===== src/rtl/burst_seq_pkg.sv =====
package burst_seq_pkg;
  typedef enum logic {
    BURST_WRAP = 1'b0,
    BURST_ILV  = 1'b1
  } burst_order_e;
endpackage


===== src/rtl/burst_ctx_reg.sv =====
module burst_ctx_reg
  import burst_seq_pkg::*;
#(
  parameter int COL_W = 9,
  parameter int OFS_W = 3,
  localparam int UP_W = COL_W - OFS_W
) (
  input  logic             clk_i,
  input  logic             rst_ni,
  input  logic             start_i,
  input  logic [COL_W-1:0] col_i,
  input  logic             mode_i,
  output logic [OFS_W-1:0] ofs0_o,
  output logic [UP_W-1:0]  upper_o,
  output burst_order_e     order_o
);
  always_ff @(posedge clk_i or negedge rst_ni) begin
    if (!rst_ni) begin
      ofs0_o  <= '0;
      upper_o <= '0;
      order_o <= BURST_WRAP;
    end else if (start_i) begin
      ofs0_o  <= col_i[OFS_W-1:0];
      upper_o <= col_i[COL_W-1:OFS_W];
      order_o <= burst_order_e'(mode_i);
    end
  end

  AST_CTX_HOLD: assert property (@(posedge clk_i) disable iff (!rst_ni)
    !$past(start_i) |-> $stable(ofs0_o) && $stable(upper_o) && $stable(order_o));
endmodule


===== src/rtl/burst_beat_ctr.sv =====
module burst_beat_ctr #(
  parameter int OFS_W = 3
) (
  input  logic             clk_i,
  input  logic             rst_ni,
  input  logic             start_i,
  input  logic             adv_i,
  output logic [OFS_W-1:0] beat_o,
  output logic             valid_o,
  output logic             last_o
);
  localparam logic [OFS_W-1:0] BEAT_MAX = {OFS_W{1'b1}};

  always_ff @(posedge clk_i or negedge rst_ni) begin
    if (!rst_ni) begin
      beat_o  <= '0;
      valid_o <= 1'b0;
    end else if (start_i) begin
      beat_o  <= '0;
      valid_o <= 1'b1;
    end else if (valid_o && adv_i) begin
      if (beat_o == BEAT_MAX) begin
        beat_o  <= '0;
        valid_o <= 1'b0;
      end else begin
        beat_o <= beat_o + 1'b1;
      end
    end
  end

  assign last_o = valid_o && (beat_o == BEAT_MAX);

  AST_BEAT_STEP: assert property (@(posedge clk_i) disable iff (!rst_ni)
    $past(valid_o && adv_i && !start_i && !last_o) |-> valid_o && beat_o == $past(beat_o) + 1'b1);
  AST_BEAT_HOLD: assert property (@(posedge clk_i) disable iff (!rst_ni)
    $past(!adv_i && !start_i) |-> $stable(beat_o) && $stable(valid_o));
  AST_BURST_END: assert property (@(posedge clk_i) disable iff (!rst_ni)
    $past(last_o && adv_i && !start_i) |-> !valid_o);
  AST_RESTART: assert property (@(posedge clk_i) disable iff (!rst_ni)
    $past(start_i) |-> valid_o && beat_o == '0);
endmodule


===== src/rtl/burst_ofs_gen.sv =====
module burst_ofs_gen
  import burst_seq_pkg::*;
#(
  parameter int OFS_W = 3
) (
  input  logic [OFS_W-1:0] ofs0_i,
  input  logic [OFS_W-1:0] beat_i,
  input  burst_order_e     order_i,
  output logic [OFS_W-1:0] ofs_o
);
  logic [OFS_W-1:0] wrap_ofs, ilv_ofs;

  // adder truncates to OFS_W: wrap inside the block, no carry upward
  assign wrap_ofs = ofs0_i + beat_i;
  assign ilv_ofs  = ofs0_i ^ beat_i;

  always_comb begin
    unique case (order_i)
      BURST_ILV: ofs_o = ilv_ofs;
      default:   ofs_o = wrap_ofs;
    endcase
  end
endmodule


===== src/rtl/burst_col_seq.sv =====
module burst_col_seq
  import burst_seq_pkg::*;
#(
  parameter int COL_W = 9,
  localparam int OFS_W = 3,
  localparam int UP_W  = COL_W - OFS_W
) (
  input  logic             clk_i,
  input  logic             rst_ni,
  input  logic             start_i,
  input  logic [COL_W-1:0] col_i,
  input  logic             mode_i,
  input  logic             adv_i,
  output logic [COL_W-1:0] col_o,
  output logic [OFS_W-1:0] beat_o,
  output logic             valid_o,
  output logic             last_o
);
  logic [OFS_W-1:0] ofs0, ofs;
  logic [UP_W-1:0]  upper;
  burst_order_e     order;

  burst_ctx_reg #(.COL_W(COL_W), .OFS_W(OFS_W)) u_ctx (
    .clk_i, .rst_ni, .start_i, .col_i, .mode_i,
    .ofs0_o(ofs0), .upper_o(upper), .order_o(order)
  );

  burst_beat_ctr #(.OFS_W(OFS_W)) u_ctr (
    .clk_i, .rst_ni, .start_i, .adv_i,
    .beat_o, .valid_o, .last_o
  );

  burst_ofs_gen #(.OFS_W(OFS_W)) u_ofs (
    .ofs0_i(ofs0), .beat_i(beat_o), .order_i(order), .ofs_o(ofs)
  );

  assign col_o = {upper, ofs};

  AST_FIRST_BEAT: assert property (@(posedge clk_i) disable iff (!rst_ni)
    $past(start_i) |-> col_o == $past(col_i));
  AST_WRAP_STEP: assert property (@(posedge clk_i) disable iff (!rst_ni)
    $past(valid_o && adv_i && !start_i && !last_o) && order == BURST_WRAP
    |-> col_o[OFS_W-1:0] == $past(col_o[OFS_W-1:0]) + 1'b1);
  AST_ILV_STEP: assert property (@(posedge clk_i) disable iff (!rst_ni)
    $past(valid_o && adv_i && !start_i && !last_o) && order == BURST_ILV
    |-> (col_o[OFS_W-1:0] ^ beat_o) == ($past(col_o[OFS_W-1:0]) ^ $past(beat_o)));
  AST_UPPER_HOLD: assert property (@(posedge clk_i) disable iff (!rst_ni)
    $past(valid_o && !start_i) && valid_o |-> $stable(col_o[COL_W-1:OFS_W]));
  AST_IDLE_FLAGS: assert property (@(posedge clk_i) disable iff (!rst_ni)
    !valid_o |-> !last_o);
endmodule


===== config.mk =====
export PLATFORM = sky130hd
export DESIGN_NAME = burst_col_seq
export DESIGN_NICKNAME = d
export VERILOG_FILES = /design/src/rtl/burst_seq_pkg.sv /design/src/rtl/burst_ctx_reg.sv /design/src/rtl/burst_beat_ctr.sv /design/src/rtl/burst_ofs_gen.sv /design/src/rtl/burst_col_seq.sv
export SDC_FILE = /design/constraint.sdc
export NUM_CORES = 1
export LEC_CHECK = 0
export ABC_AREA = 1
export BUFFER_PORTS_ARGS = -buffer_cell sky130_fd_sc_hd__buf_2
export CORE_UTILIZATION = 49
export DETAILED_ROUTE_END_ITERATION = 7
export PLACE_DENSITY_LB_ADDON = 0.3
export SYNTH_ARGS = -nofsm -noshare
export SYNTH_HDL_FRONTEND = slang
export SYNTH_HIERARCHICAL = 1
export SYNTH_SLANG_ARGS = --single-unit

===== constraint.sdc =====
create_clock -name clk_i -period 2.6 [get_ports clk_i]
set_input_delay 0.78 -clock clk_i [delete_from_list [all_inputs] [get_ports clk_i]]
set_output_delay 0.78 -clock clk_i [all_outputs]
set_load 0.03 [all_outputs]

### Yosys cells after proc, flatten, opt, wreduce, memory -nomap -nowiden

Cells that the tools add are included.

* register bits after elaboration: 14
* input port bits: 14
* output and inout bits: 14
* word-level logic and storage cells: 21

* add/sub/neg operators: 2
* equal/unequal tests: 1
* mux-type cells: 7
* bitwise logic cells: 1
* reductions and logical operators: 5

Operator list (count)
* 3-bit 2-to-1 mux: 4
* 2-bit nonzero test: 2
* 3-bit by 1-bit adder with 3-bit output, second input constant: 1
* 3-bit adder: 1
* 3-bit == test, second input constant: 1
* 1-bit 2-to-1 mux: 3
* 3-bit XOR: 1
* 1-bit logical AND: 2
* 2-bit AND reduction: 1

### Logic depth before layout (Yosys ltp)

* depth after elaboration: 4
* depth in mapped cells: 8
* depth with buffers taken out: 8

### Hierarchy

Netlist, hierarchy kept.

Modules (own cells, without submodules)
* burst_ctx_reg: instances 1, cells an instance 42, area an instance 377.9 um2, seq. area each 250.2 um2
* burst_beat_ctr: instances 1, cells an instance 24, area an instance 205.2 um2, seq. area each 100.1 um2
* burst_ofs_gen: instances 1, cells an instance 23, area an instance 123.9 um2, seq. area each 0.0 um2

### Worst setup path after synthesis

Ideal clock, no wire load.

* path type: flip-flop to output port
* from: register u_ctr.beat_o[0]
* to: output col_o[1]
* arrival: 1.900 ns
* required time: 1.820 ns
* slack: -0.080 ns
* stages on the path, launching flop included: 5
* buffers on the path: 0
* cell sequence: dfrtp_1 ha_1 inv_1 fa_1 o21ai_0

* longest elaborated chain between the ends: 2

RTL lines
* start: declaration: RTL line burst_beat_ctr.sv:8 `output logic [OFS_W-1:0] beat_o,`
* start signal: assignment: RTL line burst_beat_ctr.sv:26 `beat_o <= beat_o + 1'b1;`
* 3-bit adder: RTL line burst_ofs_gen.sv:14 `assign wrap_ofs = ofs0_i + beat_i;`
* 3-bit 2-to-1 mux: RTL line burst_ofs_gen.sv:18 `unique case (order_i)`
* end: declaration: RTL line burst_col_seq.sv:14 `output logic [COL_W-1:0] col_o,`

Every way passes these cells.

### Final worst setup path

* from: register u_ctr.beat_o[0]
* to: output col_o[2]

The elaborated chain is that of the path after synthesis.

==> results_dict.tcl <==
set metrics [dict create \
    status "finished clean" \
    hold_violations 0 \
    worst-path-stages 9 \
    die_w_um 40.0 \
    cp_common_cell "inv_1" \
    yosys.area.top_type_share 0.496 \
    hpwl_um 1150 \
    fmax_mhz 405 \
    hold_class "input port to async pin" \
    max_cap_violations 0 \
    antenna_left 0 \
    path_buf_inv 4 \
    grt_max_degree 15 \
    place_area_um2 846 \
    vias 626 \
    grt_use_total 0.236 \
    clock-sinks 14 \
    rsz0062_at_grt "no" \
    fin_crit_ns 2.47 \
    crit_slowest_cell "dfrtp_1" \
    grt_pass1_wl_um 2390 \
    diodes 0 \
    seq_area_frac_synth 0.496 \
    power.leakage_nw 0.550 \
    peakVddDrop_mv 0.382 \
    cts_root_buffer "clkbuf_4" \
    clock_skew_ns 0.000230 \
    cp_max_fo 4 \
    synth_common_cells "44 x nand2_1, 14 x dfrtp_1, 9 x inv_1" \
    cpPeakStageDelay_ns 0.39 \
    postCtsHoldBufs 0 \
    first_pass_iters 4 \
    synth_edf_count 0 \
    crit_arrival_ns 1.69 \
    crit_chain "ha_1, inv_1, fa_1, inv_1, nand2_1, nand3_1, nand2_1, inv_1, buf_4" \
    timing.final.crit_share 0.950 \
    multi_input_area_um2 294 \
    syn-num-nets 108 \
    synth_area_um2 707 \
    setup_viol 0 \
    core_region_area_mm2 0.00132 \
    rows 13 \
    dieHeight_um 40.0 \
    first_global_vias 560 \
    yosys_warnings 6 \
    ys_seq_elements 14 \
    syn_to_final_growth_pct 24.2 \
    drtIter0Drc 8 \
    crit_type "register to output port" \
    synth_largest_area_cell "dfrtp_1" \
    synth_ff_type "dfrtp_1" \
    power.density_mw_per_mm2 553 \
    syn_inst 89 \
    clock_path_buffers 2 \
    seq_area_um2 350 \
    grt-ovfl-total 0 \
    cp-end-kind "output port" \
    synth_area_leaders "dfrtp_1 50%, nand2_1 23%, ha_1 7.1%, nand3_1 5.7%, inv_1 4.8%" \
    numCtsBuffers 3 \
    relSlewSlack 0.796 \
    tns_ns 0 \
    slew_violations 0 \
    wl_per_cell_um 11.1 \
    syn_area_per_cell_um2 7.94 \
    clk_latency_ns 0.27 \
    start_util 0.537 \
    h-tree-depth 1 \
    synthArstFlopShare 1.00 \
    io_buffers 27 \
    cp.required_ns 1.82 \
    gp_congestion 0.739 \
    design_area_um2 878 \
    ff2ff_path_depth 6 \
    vias_per_cell 4.71 \
    drive_gt1_frac 0.297 \
    grt_antenna_before_repair 0 \
    fin_nets 139 \
    worst_slew_pin_slew_ns 0.305 \
    drc 0 \
    dieArea_mm2 0.00160 \
    path_clk_slew_ns 0.08 \
    nFillCells 117 \
    yosysMostFrequentCell "nand2_1" \
    io_pins 28 \
    synthDistinctLibCells 13 \
    critPathTopFamily "adder cells" \
    drt-total-wl_um 1480 \
    cts_tree "built" \
    r2r_setup_slack_ns 1.32 \
    startpoint_type "register" \
]
==> where the power goes <==
group | internal [mW] | switching [mW]
combinational | 0.0401 | 0.0830
clock | 0.0535 | 0.0617
sequential | 0.234 | 0.0136
total | 0.328 | 0.158
==> cell type report <==
cell class	count	area share
sequential	14	0.399
multi-input combinational	61	0.335
clock buffer	3	0.0256
inverter	12	0.0541
timing repair buffer	28	0.165
tap	15	0.0214
==> flip-flops by register name (all words and copies together) (netlist names) <==
name           count
u_ctr/beat_o       3
u_ctr/valid_o      1
u_ctx/ofs0_o       3
u_ctx/order_o      1
u_ctx/upper_o      6
==> path summary, 6_finish.rpt <==
kind	startpoint	to
max in group asynchronous	rst_ni	u_ctx/ofs0_o[1]
setup reg to reg	u_ctr/beat_o[0]	u_ctr/beat_o[0]
hold reg to reg	u_ctx/upper_o[1]	u_ctx/upper_o[1]
hold / removal	rst_ni	u_ctx/upper_o[4]
min in group clk_i	u_ctx/upper_o[1]	u_ctx/upper_o[1]
setup / recovery	u_ctr/beat_o[0]	col_o[2]
==> kinds of logic (layout without fill, tap and decap cells) <==
| family | Yosys count | count (layout) | synth area share |
|---|---|---|---|
| simple gates | 55 | 55 | 0.310 |
| flops | 14 | 14 | 0.496 |
| buf+inv | 14 | 43 | 0.0885 |
| fa+ha+maj | 5 | 5 | 0.0991 |
| compound gates | 1 | 1 | 0.00707 |
==> routing by layer <==
layer | part of all wire | global-route usage | wire length [µm]
met1 | 0.42 | 0.271 | 618
met2 | 0.54 | 0.403 | 799
met3 | 0.035 | 0.0500 | 52
met4 | 0.0081 | 0.129 | 12
met5 | 0 | 0 | 0
==> layout by cell type, fill, tap and decap left out <==
cell type	n
nand2_1	44
buf_2	26
dfrtp_1	14
inv_1	9
nand3_1	8
ha_1	4
clkbuf_4	3
buf_4	2
inv_2	2
nor2_1	2
nand2_2	1
inv_4	1
o21ai_1	1
fa_1	1
==> stage by stage <==
stage	total power, mW	utilization	std cells	hold slack [ns]	worst slack (ns)
finish	0.486	0.667	133	0.388	0.131
global route	0.516	0.667	133	0.396	0.0177
CTS	0.490	0.659	132	0.388	0.0581
detailed placement	0.373	0.642	129	0.455	0.358
global placement	0.367	0.642	129	0.449	0.455
floorplan	0.330	-	89	0.448	0.143
==> timing repair <==
item	in CTS	in global routing
setup endpoints to repair	0	1
endpoints found under the hold margin	0	0
buffers inserted	0	1
resized for setup	0	2
No activity file was read; power rests on OpenSTA's default activity.
